File: src/rtl/mdio_c45_pkg.sv
// Shared types and frame layout for the Clause 45 management master.
// Assumes 16-bit register numbers and data and a fixed 64-bit frame.
package mdio_c45_pkg;

    localparam int REG_W      = 32;
    localparam int FRAME_BITS = 64;
    localparam int PRE_BITS   = 32;
    localparam int TA_FIRST   = 46;   // index of first turnaround bit
    localparam int DATA_FIRST = 48;   // index of first payload bit
    localparam int DIV_LSB    = 8;    // divider field position in status

    localparam logic [1:0] OFS_STATUS = 2'd0;
    localparam logic [1:0] OFS_CTRL   = 2'd1;
    localparam logic [1:0] OFS_ADDR   = 2'd2;
    localparam logic [1:0] OFS_DATA   = 2'd3;

    localparam int CTRL_READ_BIT = 15;
    localparam int DBUSY_BIT     = 31;

    // opcode values are used directly as the frame encoding
    typedef enum logic [1:0] {
        OP_ADDRESS = 2'b00,
        OP_WRITE   = 2'b01,
        OP_READ    = 2'b11
    } mdio_op_e;

    // assemble a full frame, MSB first
    function automatic logic [FRAME_BITS-1:0] make_frame(
        input mdio_op_e    op,
        input logic [4:0]  port_ad,
        input logic [4:0]  dev_ad,
        input logic [15:0] body
    );
        logic [1:0]  ta;
        logic [15:0] pay;
        ta  = (op == OP_READ) ? 2'b11 : 2'b10;
        pay = (op == OP_READ) ? 16'hFFFF : body;
        return {{PRE_BITS{1'b1}}, 2'b00, op, port_ad, dev_ad, ta, pay};
    endfunction

endpackage

File: src/rtl/mdio_c45_mdc_gen.sv
// MDC generator: while run is high, toggles mdc every max(div,1) clocks,
// starting low. Gives one-cycle ticks in the cycle before each edge.
// Assumes div is held stable while run is high.
module mdio_c45_mdc_gen #(
    parameter int DIV_W = 8
) (
    input  logic             clk,
    input  logic             rst_n,
    input  logic             run,
    input  logic [DIV_W-1:0] div,
    output logic             mdc,
    output logic             rise_tick,
    output logic             fall_tick
);

    localparam logic [DIV_W-1:0] ONE = DIV_W'(1);

    logic [DIV_W-1:0] cnt;
    logic [DIV_W-1:0] lim;
    logic             wrap;

    // zero divider behaves as one
    always_comb lim = (div == '0) ? ONE : div;

    // end of a half-period
    always_comb wrap = run && (cnt == (lim - ONE));

    // edge ticks aligned to the toggle
    always_comb begin
        rise_tick = wrap && !mdc;
        fall_tick = wrap && mdc;
    end

    // half-period counter and clock output
    always_ff @(posedge clk) begin
        if (!rst_n || !run) begin
            cnt <= '0;
            mdc <= 1'b0;
        end else if (wrap) begin
            cnt <= '0;
            mdc <= ~mdc;
        end else begin
            cnt <= cnt + ONE;
        end
    end

endmodule

File: src/rtl/mdio_c45_frame_engine.sv
// Frame engine: loads a 64-bit frame on start, shifts one bit per MDC
// falling tick, releases the line for the read turnaround and data, and
// samples the turnaround and data on rising ticks.
// Assumes start is only raised while idle.
module mdio_c45_frame_engine
    import mdio_c45_pkg::*;
(
    input  logic        clk,
    input  logic        rst_n,
    input  logic        start,
    input  mdio_op_e    op,
    input  logic [4:0]  port_ad,
    input  logic [4:0]  dev_ad,
    input  logic [15:0] body,
    input  logic        rise_tick,
    input  logic        fall_tick,
    input  logic        mdio_in,
    output logic        active,
    output logic        mdio_out,
    output logic        mdio_oe,
    output logic        done,
    output logic [15:0] rx_data,
    output logic        rx_err
);

    localparam int IDX_W = $clog2(FRAME_BITS);
    localparam logic [IDX_W-1:0] LAST_IDX = IDX_W'(FRAME_BITS - 1);
    localparam logic [IDX_W-1:0] TA_IDX   = IDX_W'(TA_FIRST);
    localparam logic [IDX_W-1:0] TA2_IDX  = IDX_W'(TA_FIRST + 1);
    localparam logic [IDX_W-1:0] DAT_IDX  = IDX_W'(DATA_FIRST);

    logic [FRAME_BITS-1:0] shreg;
    logic [IDX_W-1:0]      idx;
    mdio_op_e              op_q;
    logic                  ta_seen_high;
    logic                  is_rd;

    always_comb is_rd = (op_q == OP_READ);

    // last falling tick of the frame
    always_comb done = active && fall_tick && (idx == LAST_IDX);

    // line drive: idle holds one, read releases from turnaround onward
    always_comb begin
        mdio_out = active ? shreg[FRAME_BITS-1] : 1'b1;
        mdio_oe  = active && !(is_rd && (idx >= TA_IDX));
    end

    always_comb rx_err = ta_seen_high;

    // frame sequencing, shifting and receive capture
    always_ff @(posedge clk) begin
        if (!rst_n) begin
            active       <= 1'b0;
            shreg        <= '1;
            idx          <= '0;
            op_q         <= OP_ADDRESS;
            rx_data      <= '0;
            ta_seen_high <= 1'b0;
        end else if (start && !active) begin
            active <= 1'b1;
            shreg  <= make_frame(op, port_ad, dev_ad, body);
            idx    <= '0;
            op_q   <= op;
        end else if (active) begin
            if (rise_tick && is_rd) begin
                if (idx == TA2_IDX)
                    ta_seen_high <= mdio_in;
                if (idx >= DAT_IDX)
                    rx_data <= {rx_data[14:0], mdio_in};
            end
            if (fall_tick) begin
                if (idx == LAST_IDX) begin
                    active <= 1'b0;
                end else begin
                    idx   <= idx + 1'b1;
                    shreg <= {shreg[FRAME_BITS-2:0], 1'b1};
                end
            end
        end
    end

endmodule

File: src/rtl/mdio_c45_regfile.sv
// Register file: holds divider, port/device numbers, register number and
// data; launches frames on register writes and absorbs read results.
// Assumes bus_busy covers the launch cycle as well as the frame.
module mdio_c45_regfile
    import mdio_c45_pkg::*;
#(
    parameter int               DIV_W   = 8,
    parameter logic [DIV_W-1:0] DIV_RST = DIV_W'(100)
) (
    input  logic             clk,
    input  logic             rst_n,
    input  logic             reg_wr,
    input  logic [1:0]       reg_addr,
    input  logic [REG_W-1:0] reg_wdata,
    output logic [REG_W-1:0] reg_rdata,
    input  logic             bus_busy,
    input  logic             eng_done,
    input  logic [15:0]      rx_data,
    input  logic             rx_err,
    output logic [DIV_W-1:0] div,
    output logic [4:0]       port_ad,
    output logic [4:0]       dev_ad,
    output logic             start,
    output mdio_op_e         op,
    output logic [15:0]      body,
    output logic             data_busy,
    output logic             rd_err,
    output logic [15:0]      data_q
);

    logic [15:0] regnum_q;
    logic        accept;

    always_comb accept = reg_wr && !bus_busy;

    // payload for the frame being launched
    always_comb body = (op == OP_ADDRESS) ? regnum_q : data_q;

    // register updates, frame launch and result capture
    always_ff @(posedge clk) begin
        if (!rst_n) begin
            div       <= DIV_RST;
            port_ad   <= '0;
            dev_ad    <= '0;
            regnum_q  <= '0;
            data_q    <= '0;
            rd_err    <= 1'b0;
            data_busy <= 1'b0;
            start     <= 1'b0;
            op        <= OP_ADDRESS;
        end else begin
            start <= 1'b0;
            if (eng_done) begin
                data_busy <= 1'b0;
                if (op == OP_READ) begin
                    rd_err <= rx_err;
                    data_q <= rx_err ? 16'hFFFF : rx_data;
                end
            end
            if (accept) begin
                case (reg_addr)
                    OFS_STATUS: div <= reg_wdata[DIV_LSB +: DIV_W];
                    OFS_CTRL: begin
                        port_ad <= reg_wdata[4:0];
                        dev_ad  <= reg_wdata[12:8];
                        if (reg_wdata[CTRL_READ_BIT]) begin
                            start     <= 1'b1;
                            op        <= OP_READ;
                            data_busy <= 1'b1;
                            rd_err    <= 1'b0;
                        end
                    end
                    OFS_ADDR: begin
                        regnum_q <= reg_wdata[15:0];
                        start    <= 1'b1;
                        op       <= OP_ADDRESS;
                    end
                    default: begin
                        data_q    <= reg_wdata[15:0];
                        start     <= 1'b1;
                        op        <= OP_WRITE;
                        data_busy <= 1'b1;
                        rd_err    <= 1'b0;
                    end
                endcase
            end
        end
    end

    // read-back multiplexer
    always_comb begin
        reg_rdata = '0;
        case (reg_addr)
            OFS_STATUS: begin
                reg_rdata[0]                = bus_busy;
                reg_rdata[1]                = rd_err;
                reg_rdata[DIV_LSB +: DIV_W] = div;
            end
            OFS_CTRL: begin
                reg_rdata[4:0]  = port_ad;
                reg_rdata[12:8] = dev_ad;
            end
            OFS_ADDR: reg_rdata[15:0] = regnum_q;
            default: begin
                reg_rdata[15:0]      = data_q;
                reg_rdata[DBUSY_BIT] = data_busy;
            end
        endcase
    end

endmodule

File: src/rtl/mdio_c45_master.sv
// Top: Clause 45 management master. Ties register file, MDC generator
// and frame engine together. Assumes DIV_W + 8 <= 16 so the divider
// field fits the low half of status.
module mdio_c45_master
    import mdio_c45_pkg::*;
#(
    parameter int               DIV_W   = 8,
    parameter logic [DIV_W-1:0] DIV_RST = DIV_W'(100)
) (
    input  logic        clk,
    input  logic        rst_n,
    input  logic        reg_wr,
    input  logic [1:0]  reg_addr,
    input  logic [31:0] reg_wdata,
    output logic [31:0] reg_rdata,
    output logic        mdc,
    output logic        mdio_out,
    output logic        mdio_oe,
    input  logic        mdio_in
);

    logic             bus_busy;
    logic             active;
    logic             start;
    logic             eng_done;
    logic             rise_tick;
    logic             fall_tick;
    logic [DIV_W-1:0] div;
    logic [4:0]       port_ad;
    logic [4:0]       dev_ad;
    mdio_op_e         op;
    logic [15:0]      body;
    logic [15:0]      rx_data;
    logic             rx_err;
    logic             data_busy;
    logic             rd_err;
    logic [15:0]      data_q;

    // busy spans the launch cycle and the frame
    always_comb bus_busy = start || active;

    mdio_c45_regfile #(
        .DIV_W   (DIV_W),
        .DIV_RST (DIV_RST)
    ) u_regs (
        .clk       (clk),
        .rst_n     (rst_n),
        .reg_wr    (reg_wr),
        .reg_addr  (reg_addr),
        .reg_wdata (reg_wdata),
        .reg_rdata (reg_rdata),
        .bus_busy  (bus_busy),
        .eng_done  (eng_done),
        .rx_data   (rx_data),
        .rx_err    (rx_err),
        .div       (div),
        .port_ad   (port_ad),
        .dev_ad    (dev_ad),
        .start     (start),
        .op        (op),
        .body      (body),
        .data_busy (data_busy),
        .rd_err    (rd_err),
        .data_q    (data_q)
    );

    mdio_c45_mdc_gen #(
        .DIV_W (DIV_W)
    ) u_mdc (
        .clk       (clk),
        .rst_n     (rst_n),
        .run       (active),
        .div       (div),
        .mdc       (mdc),
        .rise_tick (rise_tick),
        .fall_tick (fall_tick)
    );

    mdio_c45_frame_engine u_eng (
        .clk       (clk),
        .rst_n     (rst_n),
        .start     (start),
        .op        (op),
        .port_ad   (port_ad),
        .dev_ad    (dev_ad),
        .body      (body),
        .rise_tick (rise_tick),
        .fall_tick (fall_tick),
        .mdio_in   (mdio_in),
        .active    (active),
        .mdio_out  (mdio_out),
        .mdio_oe   (mdio_oe),
        .done      (eng_done),
        .rx_data   (rx_data),
        .rx_err    (rx_err)
    );

endmodule

File: config.mk
export PLATFORM = sky130hd
export DESIGN_NAME = mdio_c45_master
export DESIGN_NICKNAME = d
export VERILOG_FILES = /design/src/rtl/mdio_c45_pkg.sv /design/src/rtl/mdio_c45_mdc_gen.sv /design/src/rtl/mdio_c45_frame_engine.sv /design/src/rtl/mdio_c45_regfile.sv /design/src/rtl/mdio_c45_master.sv
export SDC_FILE = /design/constraint.sdc
export NUM_CORES = 1
export LEC_CHECK = 0
export BUFFER_PORTS_ARGS = -buffer_cell sky130_fd_sc_hd__clkbuf_2
export CAP_MARGIN = 15
export CELL_PAD_IN_SITES_DETAIL_PLACEMENT = 1
export CELL_PAD_IN_SITES_GLOBAL_PLACEMENT = 1
export CORE_MARGIN = 2
export CORE_UTILIZATION = 45
export CTS_CLUSTER_SIZE = 25
export DETAILED_ROUTE_END_ITERATION = 8
export GPL_ROUTABILITY_DRIVEN = 0
export GPL_TIMING_DRIVEN = 0
export PLACE_DENSITY = 0.8
export SLEW_MARGIN = 10
export SYNTH_ARGS = -nofsm -noshare
export SYNTH_HDL_FRONTEND = slang
export SYNTH_SLANG_ARGS = --single-unit
export TNS_END_PERCENT = 20
File: constraint.sdc
create_clock -name clk -period 3.34 [get_ports clk]
set_input_delay 1.002 -clock clk [delete_from_list [all_inputs] [get_ports clk]]
set_output_delay 1.002 -clock clk [all_outputs]
set_load 0.01 [all_outputs]
# == Yosys cells after proc, flatten, opt, wreduce, memory -nomap -nowiden ==
# Index checks and enable logic that the tools add are counted.
# word_totals
wordCells,110
ff_bits,154
out_inout_bits,35
input_bits,38
# classes
addsub,3
mux,37
n_reduce_logical,36
n_bitwise,5
order_cmp,2
n_eq_ne,9
# ops
op,n
32-bit two-way mux,4
16-bit two-way mux,7
3-bit one-hot mux with 3 select lines,2
1-bit two-way mux,15
5-bit one-hot mux with 3 select lines,1
6-bit == test (second input constant),2
6-bit >= comparator (second input constant),2
2-bit one-hot mux with 3 select lines,2
1-bit logical AND,10
3-bit AND reduction,3
8-bit by 1-bit adder with 8-bit output (second input constant),1
8-bit == test,1
8-bit logical NOT,1
8-bit two-way mux,1
2-bit AND reduction,4
4-bit AND reduction,2
2-bit OR reduction,4
8-bit by 1-bit subtractor with 8-bit output (second input constant),1
6-bit by 1-bit adder with 6-bit output (second input constant),1
2-bit == test (second input constant),3
1-bit one-hot mux with 2 select lines,3
3-bit one-hot mux with 2 select lines,1
1-bit logical NOT,5
1-bit inverter,5
8 further kinds,11

# == Longest topological paths before layout ==
# Gate-level depths: netlist (run 1).
# depth
depth_word,12
mapped_depth,14
ltp_nobuf,10

# == Modules after synthesis ==
# A second synthesis (run 1) with hierarchy kept.
# hier_totals
cells_unflattened,843
hier_area_um2,7204.4
# by_module_without_submodules
mod,area_each_um2,seq_area_each_um2,cells_per_inst,n_inst
mdio_c45_frame_engine,3562.2,1801.7,432,1
mdio_c45_regfile,2962.8,1101.1,330,1
mdio_c45_mdc_gen,673.1,180.2,80,1
mdio_c45_master,6.3,0.0,1,1

# == Worst setup path after synthesis (run 1) ==
# Ideal clock, no wire load.
# synth_path
path_kind,input to output
start,input port reg_addr[0]
end,output port reg_rdata[0]
slack_ns,0.063
required_ns,2.338
cell_stages,3
t_arrival_ns,2.275
path_buffers,2
cell_sequence,clkbuf_1 > buf_1 > mux4_2
# synth_via
elab_chain_len,2
elab_cells_between_ends,4
classes_between,2 x eq/ne; 1 x mux; 1 x reduce/logical
# synth_lines
element,line,rtl
start: declaration,mdio_c45_master.sv:13,"input logic [1:0] reg_addr,"
"2-bit == test, or another cell as far along",mdio_c45_regfile.sv:93,case (reg_addr)
2-bit one-hot mux with 3 select lines *,mdio_c45_regfile.sv:93,
end: declaration,mdio_c45_master.sv:15,"output logic [31:0] reg_rdata,"
# Mark *: on every way between the ends. The rest lies on a longest branch, timed or not.

# == Worst setup path after layout (run 1) ==
# layout_path
start,input port reg_addr[0]
end,output port reg_rdata[4]
# layout_via
elab_chain_len,2
elab_cells_between_ends,4
classes_between,2 x eq/ne; 1 x mux; 1 x reduce/logical
# layout_lines
element,line
"2-bit == test, or another cell as far along",mdio_c45_regfile.sv:93
3-bit one-hot mux with 3 select lines *,mdio_c45_regfile.sv:93
# Marks and branches as above.

==> summary.md, run 1 <==
| Metric | Value |
|---|---|
| Port Buf Inserts | 40 |
| Max cap viols | 0 |
| DR iter-0 viols | 311 |
| WHS | 476 ps |
| Worst-margin pin slew | 918 ps |
| Clock period minus worst slack | 3280 ps |
| Area share of fa/ha/maj cells after synthesis | 0.694% |
| Post-Syn Instances | 797 |
| Mux cell area share after synthesis | 17.7% |
| Clock transition at path regs | 70 ps |
| Max Clock Skew | 13.3 ps |
| Die area | 0.0171 mm2 |
| Worst r2r dst | u_regs.data_q[15] |
| Drt pass-1 iters | 6 |
| Max-slew headroom | 38.1% |
| Commonest cells in the netlist | dfxtp_1 (154), nand2_1 (130), mux2i_1 (87), clkbuf_1 (42), nor2_1 (42) |
| Fin nets | 911 |
| Via count | 6,001 |
| Sequential share of the synthesized area | 42.7% |
| Startpoint types | input pin |
| Final Hold Viols | 0 |
| Worst reg2reg startpoint | u_regs.div[3] |
| Top-count cell post-synth | dfxtp_1 |
| Slew Viols, Final | 0 |
| Area of the core | 0.0158 mm2 |
| Crit-path slowest cell | mux2_2 |
| Post-synthesis compound-gate area fraction | 12.7% |
| Crit-path max FO | 10 |
| TritonCTS clock tree | done |
| Tightest Hold Check Type | register to register |
| Worst Path Arrival | 2280 ps |
| Post-DRT Antenna Nets | 0 |
| Levels on crit path | 5 |
| Avg Synthesized Cell Area | 9.05 um2 |
| Largest family of logic cells by synthesized area | simple AND/OR/NAND/NOR gates |
| Routed wire length | 20.9 mm |
| Syn-to-layout area delta | 16.1% |
| Leading post-synthesis cells by cell area | dfxtp_1 (43%), mux2i_1 (12%), nand2_1 (6.8%), a21boi_0 (3.5%), mux2_2 (3.4%) |
| CTS root buf | clkbuf_16 |
| Die Wd | 131 um |
| Unique cell type count in the Yosys netlist | 46 |
| CTS Buf Count | 17 |
| Setup_tns | 0 ps |
| Setup violators final | 0 |
| Crit path from | reg_addr[0] |
| Initial antenna violation count | 0 |
| Critical Path Max Stage Delay | 390 ps |
| Top-area cell type share of the netlist area | 42.7% |
| VDD IR-drop max | 0.396 mV |
| Mapped cell area | 0.00722 mm2 |
| First-pass GRT wire length | 33.2 mm |
| Clock Path Buffers | 2 |
| H-tree depth | 4 |
| CP bufs+invs | 3 |
| Grt total ovfl | 0 |
| Outcome | complete, no violations |
| Critical path cell sequence | clkbuf_2, clkbuf_4, mux2_2, a22o_1, clkbuf_2 |
| CP Capture Type | output port |
| EDFF count, synth | 0 |
| Num Clock Sinks | 154 |
| Vias per std cell | 5.47 |
| Dpl hpwl | 15.7 mm |
| Yosys top cell by area | dfxtp_1 |
| Cell mode on critical path | clkbuf_2 |
| Crit-path leading delay family | buffers and inverters |
| Ys flop type | dfxtp_1 |
| #FFs+latches synth | 154 |
| Fraction of layout cells with a size suffix above 1 | 18.8% |
| Clock latency on the worst-skew pair | 440 ps |
| Worst reg-to-reg setup slack | 200 ps |
| Largest net degree at the start of global routing | 17 |
| Initial Utilization | 45.8% |
| P per Cell Area | 503 mW/mm2 |
| Final period utilization | 98.2% |
| Vias in the first global route | 6,346 |
| Asr flop ratio synth | 0% |
| Max Freq | 0.305 GHz |
| LEAKAGE | 0.00372 uW |
| DRC viols | 0 |
| Diode count | 0 |
| I/O pin cnt | 73 |
| DIE HEIGHT | 131 um |
| DR WL/cell | 19.0 um |
| Synth warn | 0 |
| Post-synthesis simple-gate area fraction | 19.5% |
| R2r worst-path depth | 12 |
| Xor and xnor area share after synthesis | 1.58% |
| Critical path class | input pin to output port |
| Crit path capture | reg_rdata[4] |
| FILL cells | 1,873 |
| Num rows | 46 |
| Critical Path RT | 2340 ps |
| GRT Overall Usage | 25.5% |
==> final cells by class <==
cell class | instances | area, um2 | share of cell area (%)
Buffer | 68 | 352 | 4.20
Clock buffer | 17 | 425 | 5.08
Clock inverter | 15 | 163 | 1.94
Inverter | 5 | 18.8 | 0.224
Multi-Input combinational cell | 581 | 3850 | 45.9
Sequential cell | 154 | 3090 | 36.8
Tap cell | 216 | 270 | 3.22
Timing Repair Buffer | 42 | 215 | 2.57
==> through the flow <==
| step | cells | power, uW | setup slack [ps] | utilization [%] | area [um2] |
|---|---|---|---|---|---|
| finish | 1098 | 4210 | 60.7 | 53.1 | 8380 |
| detailed placement | 1067 | 2290 | -480 | 49.1 | 7740 |
| CTS | 1097 | 4220 | 35.9 | 52.9 | 8340 |
| global route | 1098 | 4340 | -5.92 | 53.1 | 8380 |
| global placement | 1067 | 2280 | -465 | 49.1 | 7740 |
| floorplan | 811 | 2170 | 62.8 | - | 7270 |
==> timing repair <==
| item | in CTS | in global routing |
|---|---|---|
| hold buffers | 0 | 0 |
| pin swaps | 1 | 2 |
| resized for setup | 12 | 9 |
| setup buffers | 1 | 1 |
| endpoints found under the setup margin | 129 | 57 |
| cloned | 0 | 0 |
==> sequential cells by signal, indices dropped and copies added (netlist names), 2 cells and up <==
name             cells
u_eng.shreg         64
u_eng.rx_data       16
u_regs.port_ad       5
u_regs.dev_ad        5
u_eng.op_q           2
u_mdc.cnt            8
u_regs.data_q       16
u_regs.regnum_q     16
u_eng.idx            6
u_regs.div           8
u_regs.op            2
==> cells by family (layout without fill, tap and decap cells) <==
logic type / after synthesis / after routing
and+or+nand+nor: 300 / 300
DFF: 154 / 154
AOI/OAI and AO/OA: 133 / 133
muxes: 116 / 116
buffers and inverters: 76 / 147
xor gates and xnor gates: 13 / 13
adders and majority gates: 4 / 4
other: 1 / 15
==> report_power, final <==
part | internal [uW] | leakage, uW | switching, uW
combinational | 128 | 0.00219 | 202
sequential | 1890 | 0.00125 | 46.2
clock | 1110 | 0.000275 | 836
==> worst min-delay path by stage <==
stage | from | to | slack (ps) | cells after the start
floorplan | u_eng.shreg[63] | u_eng.shreg[63] | 440 | 2
global placement | u_eng.shreg[36] | u_eng.shreg[37] | 450 | 2
detailed placement | u_eng.shreg[55] | u_eng.shreg[56] | 460 | 2
CTS | u_eng.shreg[55] | u_eng.shreg[56] | 480 | 2
global route | u_eng.shreg[49] | u_eng.shreg[50] | 500 | 2
finish | u_eng.shreg[55] | u_eng.shreg[56] | 480 | 2
==> cell usage in the layout, fill, tap and decap left out, drive strengths merged, types with 16 or more instances in the layout <==
cell type and count:
clkbuf 97, mux2 22, o22ai 16, mux2i 87
dfxtp 154, nor3 25, a21boi 34, buf 30
o21ai 28, or2 19, nor2 42, nor2b 29
nand2 130, nand3 23
==> per-layer routing <==
| metal | routed length [um] | up-vias | track usage (%) |
|---|---|---|---|
| li1 | - | 2904 | - |
| met1 | 8770 | 2933 | 31.2 |
| met2 | 10600 | 125 | 44.4 |
| met3 | 975 | 39 | 5.17 |
| met4 | 527 | 0 | 9.45 |
| met5 | 0 | - | 0 |
==> worst min-delay path, delay by kind of cell (launching register included) <==
kind	cells	cell delay, ps
flip-flops	1	330
multiplexers	1	60
AND/OR/NAND/NOR	1	60
No activity file was read; power rests on OpenSTA's default activity.
==> run 2: changes to the inputs <==
Settings changed: CORE_UTILIZATION 45 to 25, PLACE_DENSITY 0.8 to 0.5.
==> run 2 against run 1 <==
Effect of this change:
- sequential power is essentially flat
- first-iteration DRC count shrank 40%
- wire length grew 7.5%
- cell count grew 15%
- flip-flop and latch count is the same
- setup slack lost 9.4 ps
- hold slack lost 3.4 ps
- maximum frequency shrank 0.29%
==> summary.md, run 2 (same netlist as run 1, synthesis figures left out) <==
| Metric | Value |
|---|---|
| Outcome | complete, no violations (unchanged) |
| RSZ-0062 raised after global routing | no |
| GRT met2 Usage | 25.1% (was 44.4%) |
| Top reg by flops | u_eng.shreg (unchanged) |
| Worst-margin pin slew | 985 ps (was 918 ps) |
| Vias in the first global route | 6,127 (was 6,346) |
| Hold_sp | u_eng.shreg[39] (was u_eng.shreg[55]) |
| Clock transition at path regs | 70 ps (about the same) |
| Clock Path Buffers | 2 (unchanged) |
| Initial Utilization | 25.3% (was 45.8%) |
| M1 GR Usage | 20.9% (was 31.2%) |
| Dpl hpwl | 16.8 mm (was 15.7 mm) |
| Final period utilization | 98.5% (was 98.2%) |
| Dpl cell area | 0.00795 mm2 (was 0.00774 mm2) |
| Most common cell after layout, fill and taps aside | dfxtp_1 (unchanged) |
| WHS | 473 ps (was 476 ps) |
| Non-filler instance count after layout | 1,266 (was 1,098) |
| LEAKAGE | 0.00373 uW (was 0.00372 uW) |
| CTS root buf | clkbuf_16 (unchanged) |
| Max Clock Skew | 14.4 ps (was 13.3 ps) |
| Max-slew headroom | 33.8% (was 38.1%) |
| Hold EP | u_eng.shreg[40] (was u_eng.shreg[56]) |
| First-pass GRT wire length | 35.6 mm (was 33.2 mm) |
| Setup violators final | 0 (unchanged) |
| Grt total ovfl | 0 (unchanged) |
| Sequential Power Share | 45.9% (about the same) |
| Area of the core | 0.0285 mm2 (was 0.0158 mm2) |
| Critical path class | input pin to output port (unchanged) |
| Psw | 1130 uW (was 1080 uW) |
| Startpoint types | input pin (unchanged) |
| TritonCTS clock tree | done (unchanged) |
| Largest net degree at the start of global routing | 17 (unchanged) |
| Clock latency on the worst-skew pair | 430 ps (was 440 ps) |
| Fraction of layout cells with a size suffix above 1 | 19.0% (was 18.8%) |
| Gr busiest metal | met2 (unchanged) |
| Num Clock Sinks | 154 (unchanged) |
| Tightest Hold Check Type | register to register (unchanged) |
| H-tree depth | 4 (unchanged) |
| Hold depth | 2 (unchanged) |
| Via count | 5,805 (was 6,001) |
| Number of flip-flops in the largest register | 64 (unchanged) |
| Internal power | 3070 uW (was 3130 uW) |
| R2r worst-path depth | 12 (unchanged) |
| Final Hold Viols | 0 (unchanged) |
| Fin nets | 912 (was 911) |
| Worst reg2reg startpoint | u_regs.div[3] (unchanged) |
| Global routing usage on met3 | 2.47% (was 5.17%) |
| DP Worst Slack | -598 ps (was -480 ps) |
| Worst Path Arrival | 2290 ps (was 2280 ps) |
| Worst r2r dst | u_regs.data_q[14] (was u_regs.data_q[15]) |
| DR WL/cell | 17.7 um (was 19.0 um) |
| GRT Overall Usage | 15.3% (was 25.5%) |
| Placed cells | 1,235 (was 1,067) |
| CP Capture Type | output port (unchanged) |
| VDD IR-drop max | 0.373 mV (was 0.396 mV) |
| Die area | 0.0302 mm2 (was 0.0171 mm2) |
| DRC viols | 0 (unchanged) |
| Final non-filler cell area | 0.00859 mm2 (was 0.00838 mm2) |
| Slew Viols, Final | 0 (unchanged) |
| Vias per std cell | 4.59 (was 5.47) |
| Post-DRT Antenna Nets | 0 (unchanged) |
| Sw frac | 27.0% (was 25.8%) |
| Comb power frac | 8.1% (was 7.8%) |
| FILL cells | 3,384 (was 1,873) |
| Initial antenna violation count | 0 (unchanged) |
| Port Buf Inserts | 40 (unchanged) |
| Crit-path max FO | 10 (unchanged) |
| I/O pin cnt | 73 (unchanged) |
| Most frequent cells in the layout | dfxtp_1 (149), nand2_1 (130), mux2i_1 (87) (was dfxtp_1 (151), nand2_1 (130), mux2i_1 (87)) |
| P per Cell Area | 490 mW/mm2 (was 503 mW/mm2) |
| Routed wire length | 22.4 mm (was 20.9 mm) |
| Clock power share | 46.0% (was 46.2%) |
| Die Wd | 174 um (was 131 um) |
| DIE HEIGHT | 174 um (was 131 um) |
| CTS Buf Count | 17 (unchanged) |
| Drt pass-1 iters | 4 (was 6) |
| Clock period minus worst slack | 3290 ps (was 3280 ps) |
| Syn-to-layout area delta | 19.1% (was 16.1%) |
| Diode count | 0 (unchanged) |
| Worst reg-to-reg setup slack | 320 ps (was 200 ps) |
| DR iter-0 viols | 187 (was 311) |
| Critical Path RT | 2340 ps (about the same) |
| Max cap viols | 0 (unchanged) |
| Num rows | 62 (was 46) |
| Setup ws final | 51.3 ps (was 60.7 ps) |
| Max Freq | 0.304 GHz (was 0.305 GHz) |
run 2: cell types whose count changed in the layout (fill, tap and decap cells not counted), sizes merged:
cell / delta
inv: +4
clkbuf: -1
bufinv: -1
clkinv: -2
buf: +2
clkinvlp: -2
run 2: critical path, stage by stage:
cell      delay, ps
clkbuf_2        250
buf_4           290
mux4_2          580
clkbuf_2        160
run 2: area by class of cell:
class	count	area [um2]	share of cell area, %
multi-input cells	581	3840	44.8
inverters	5	18.8	0.218
well taps	384	480	5.59
clock buffers	17	425	4.95
clock inverters	14	150	1.75
plain buffers	68	359	4.18
repair buffers	43	223	2.59
flip-flops and latches	154	3090	36.0
run 2: what timing repair did:
item | CTS | global route
hold buffers | 0 | 0
setup buffers | 2 | 1
endpoints found under the setup margin | 128 | 84
gates resized for setup | 15 | 10
pin swaps | 1 | 1
gates cloned | 0 | 0
run 2: how the worst max path moves through the flow:
stage	from	endpoint	slack, ps	cells after the start
4_1_cts	u_regs.div[7]	u_eng.shreg[23]	40	13
3_3_place_gp	reg_addr[0]	reg_rdata[0]	-600	4
5_1_grt	reg_addr[0]	reg_rdata[0]	10	4
3_5_place_dp	reg_addr[0]	reg_rdata[4]	-600	5
2_1_floorplan	reg_addr[0]	reg_rdata[0]	60	3
6_report	reg_addr[0]	reg_rdata[0]	50	4
run 2: per-stage QoR:
stage | util (%) | power [uW] | setup TNS [ps]
CTS | 30.0 | 4280 | 0
global route | 30.1 | 4400 | 0
finish | 30.1 | 4210 | 0
floorplan | - | 2170 | 0
global placement | 27.8 | 2310 | -31370
detailed placement | 27.8 | 2310 | -36620
run 2: power groups by stage:
stage                     combinational, uW  clock, uW  sequential, uW
final                                   339       1930            1930
after global routing                    376       2090            1940
after CTS                               342       2000            1930
after detailed placement                338          0            1970
after global placement                  339          0            1970
after floorplan                         218          0            1950
run 2: routing by layer:
layer | routed length (um) | share of wire, % | vias up
li1 | - | - | 2901
met1 | 11300 | 50 | 2809
met2 | 10300 | 46 | 78
met3 | 560 | 2.5 | 17
met4 | 252 | 1.1 | 0
met5 | 0 | 0 | -
==> run 3: changes to the inputs <==
Settings changed: CORE_ASPECT_RATIO set to 1.2.
==> run 3 against run 2 <==
Effect of this change:
- die area barely moved
- count of clock-buffer cells in the layout rose by 1
- sequential share of layout area fell by 0.16 points
- non-clock buffer count did not move
==> summary.md, run 3 (same netlist as run 1, synthesis figures left out) <==
| Metric | Value |
|---|---|
| Outcome | complete, no violations (unchanged) |
| Diode count | 0 (unchanged) |
| GRT Overall Usage | 15.1% (was 15.3%) |
| Clock transition at path regs | 70 ps (about the same) |
| Initial Utilization | 25.2% (was 25.3%) |
| Number of flip-flops in the largest register | 64 (unchanged) |
| Crit-path max FO | 10 (unchanged) |
| Vias per std cell | 4.57 (was 4.59) |
| RSZ-0062 raised after global routing | yes (was no) |
| Post-DRT Antenna Nets | 0 (unchanged) |
| DR iter-0 viols | 219 (was 187) |
| Worst reg-to-reg setup slack | 200 ps (was 320 ps) |
| Fraction of layout cells with a size suffix above 1 | 18.7% (was 19.0%) |
| Die area | 0.0302 mm2 (about the same) |
| Fin util | 30.2% (was 30.1%) |
| Dpl cell area | 0.00795 mm2 (about the same) |
| Final non-filler cell area | 0.00862 mm2 (was 0.00859 mm2) |
| Drt pass-1 iters | 4 (unchanged) |
| Slew Viols, Final | 0 (unchanged) |
| CTS Buf Count | 17 (unchanged) |
| CTS root buf | clkbuf_16 (unchanged) |
| Worst Path Arrival | 2280 ps (was 2290 ps) |
| P per Cell Area | 503 mW/mm2 (was 490 mW/mm2) |
| Num rows | 68 (was 62) |
| I/O pin cnt | 73 (unchanged) |
| Worst-margin pin slew | 1010 ps (was 985 ps) |
| Sequential Area | 0.00309 mm2 (about the same) |
| Max Clock Skew | 11.2 ps (was 14.4 ps) |
| Dpl hpwl | 16.8 mm (about the same) |
| Max Freq | 0.305 GHz (was 0.304 GHz) |
| Critical path class | input pin to output port (unchanged) |
| Area of the core | 0.0286 mm2 (was 0.0285 mm2) |
| Clock latency on the worst-skew pair | 440 ps (was 430 ps) |
| Routed wire length | 22.2 mm (was 22.4 mm) |
| Final period utilization | 98.3% (was 98.5%) |
| Tightest Hold Check Type | register to register (unchanged) |
| H-tree depth | 4 (unchanged) |
| Num Clock Sinks | 154 (unchanged) |
| VDD IR-drop max | 0.347 mV (was 0.373 mV) |
| Startpoint types | input pin (unchanged) |
| Via count | 5,792 (was 5,805) |
| Syn-to-layout area delta | 19.5% (was 19.1%) |
| Fin nets | 912 (unchanged) |
| DRC viols | 0 (unchanged) |
| TritonCTS clock tree | done (unchanged) |
| Top reg by flops | u_eng.shreg (unchanged) |
| DR WL/cell | 17.5 um (was 17.7 um) |
| Hold buffer count at cts | 0 (unchanged) |
| Final Hold Viols | 0 (unchanged) |
| Clock Path Buffers | 2 (unchanged) |
| First-pass GRT wire length | 35.1 mm (was 35.6 mm) |
| Most frequent cells in the layout | dfxtp_1 (152), nand2_1 (130), mux2i_1 (87) (was dfxtp_1 (149), nand2_1 (130), mux2i_1 (87)) |
| LEAKAGE | 0.00375 uW (was 0.00373 uW) |
| Vias in the first global route | 5,965 (was 6,127) |
| Clock period minus worst slack | 3280 ps (was 3290 ps) |
| Area of the multi-input gates | 0.00384 mm2 (about the same) |
| Setup violators final | 0 (unchanged) |
| Port Buf Inserts | 40 (unchanged) |
| Largest net degree at the start of global routing | 17 (unchanged) |
| Initial antenna violation count | 0 (unchanged) |
| Most common cell after layout, fill and taps aside | dfxtp_1 (unchanged) |
| CP Capture Type | output port (unchanged) |
| Max-slew headroom | 32.2% (was 33.8%) |
| DIE HEIGHT | 190 um (was 174 um) |
| Grt total ovfl | 0 (unchanged) |
| FILL cells | 3,426 (was 3,384) |
| Tot Pwr | 4340 uW (was 4210 uW) |
| Max cap viols | 0 (unchanged) |
| Die Wd | 159 um (was 174 um) |
| Critical Path RT | 2340 ps (about the same) |
## run 3: changes by cell type in the layout (fill, tap and decap cells not counted), moves of 2 or more
cell	change
dfxtp_1	+3
clkinvlp_4	-2
dfxtp_2	-3
inv_8	-4
clkinv_4	+3
bufinv_16	+2
## run 3: per-layer routing
metal | vias to the layer above | routed length, um | track usage (%)
met5 | - | 0 | 0
met4 | 0 | 199 | 3.78
met3 | 11 | 700 | 2.92
met2 | 66 | 10900 | 26.6
met1 | 2812 | 10300 | 19.0
li1 | 2903 | - | -
## run 3: what timing repair did
item                                    CTS  global route
resized for setup                        10             6
setup buffers                             1             2
endpoints found under the setup margin  130           104
pin swaps                                 1             1
## run 3: layout make-up
cell class                      instances  share of cell area [%]
Inverter                                5                   0.218
Clock buffer                           18                    5.10
Timing Repair Buffer                   43                    2.58
Sequential cell                       154                    35.8
Tap cell                              385                    5.59
Buffer                                 68                    4.05
Clock inverter                         14                    2.15
Multi-Input combinational cell        581                    44.5
## run 3: final timing paths
| kind | cells past startpoint | end | start |
|---|---|---|---|
| min reg2reg | 2 | u_eng.shreg[63] | u_eng.shreg[62] |
| max | 5 | reg_rdata[4] | reg_addr[0] |
| max reg2reg | 12 | u_regs.data_q[9] | u_regs.div[3] |
| min | 2 | u_eng.shreg[63] | u_eng.shreg[62] |
## run 3: where the power goes
group | leakage, uW | internal [uW] | switching (uW)
clock network | 0.000303 | 1220 | 860
logic | 0.00220 | 127 | 207
registers | 0.00125 | 1890 | 43.4
## run 3: critical path: stages
cell and delay [ps]:
clkbuf_2 180, clkbuf_2 340, mux2_2 380, a22o_1 220
clkbuf_2 140
## run 3: stage by stage
step                worst slack (ps)  hold WS, ps  setup TNS, ps  instances
floorplan                       62.8          436              0        811
global placement                -607          447         -39490       1236
detailed placement              -563          458         -37070       1236
CTS                             38.8          475              0       1267
global route                  -0.756          499         -0.756       1268
finish                          58.3          469              0       1268
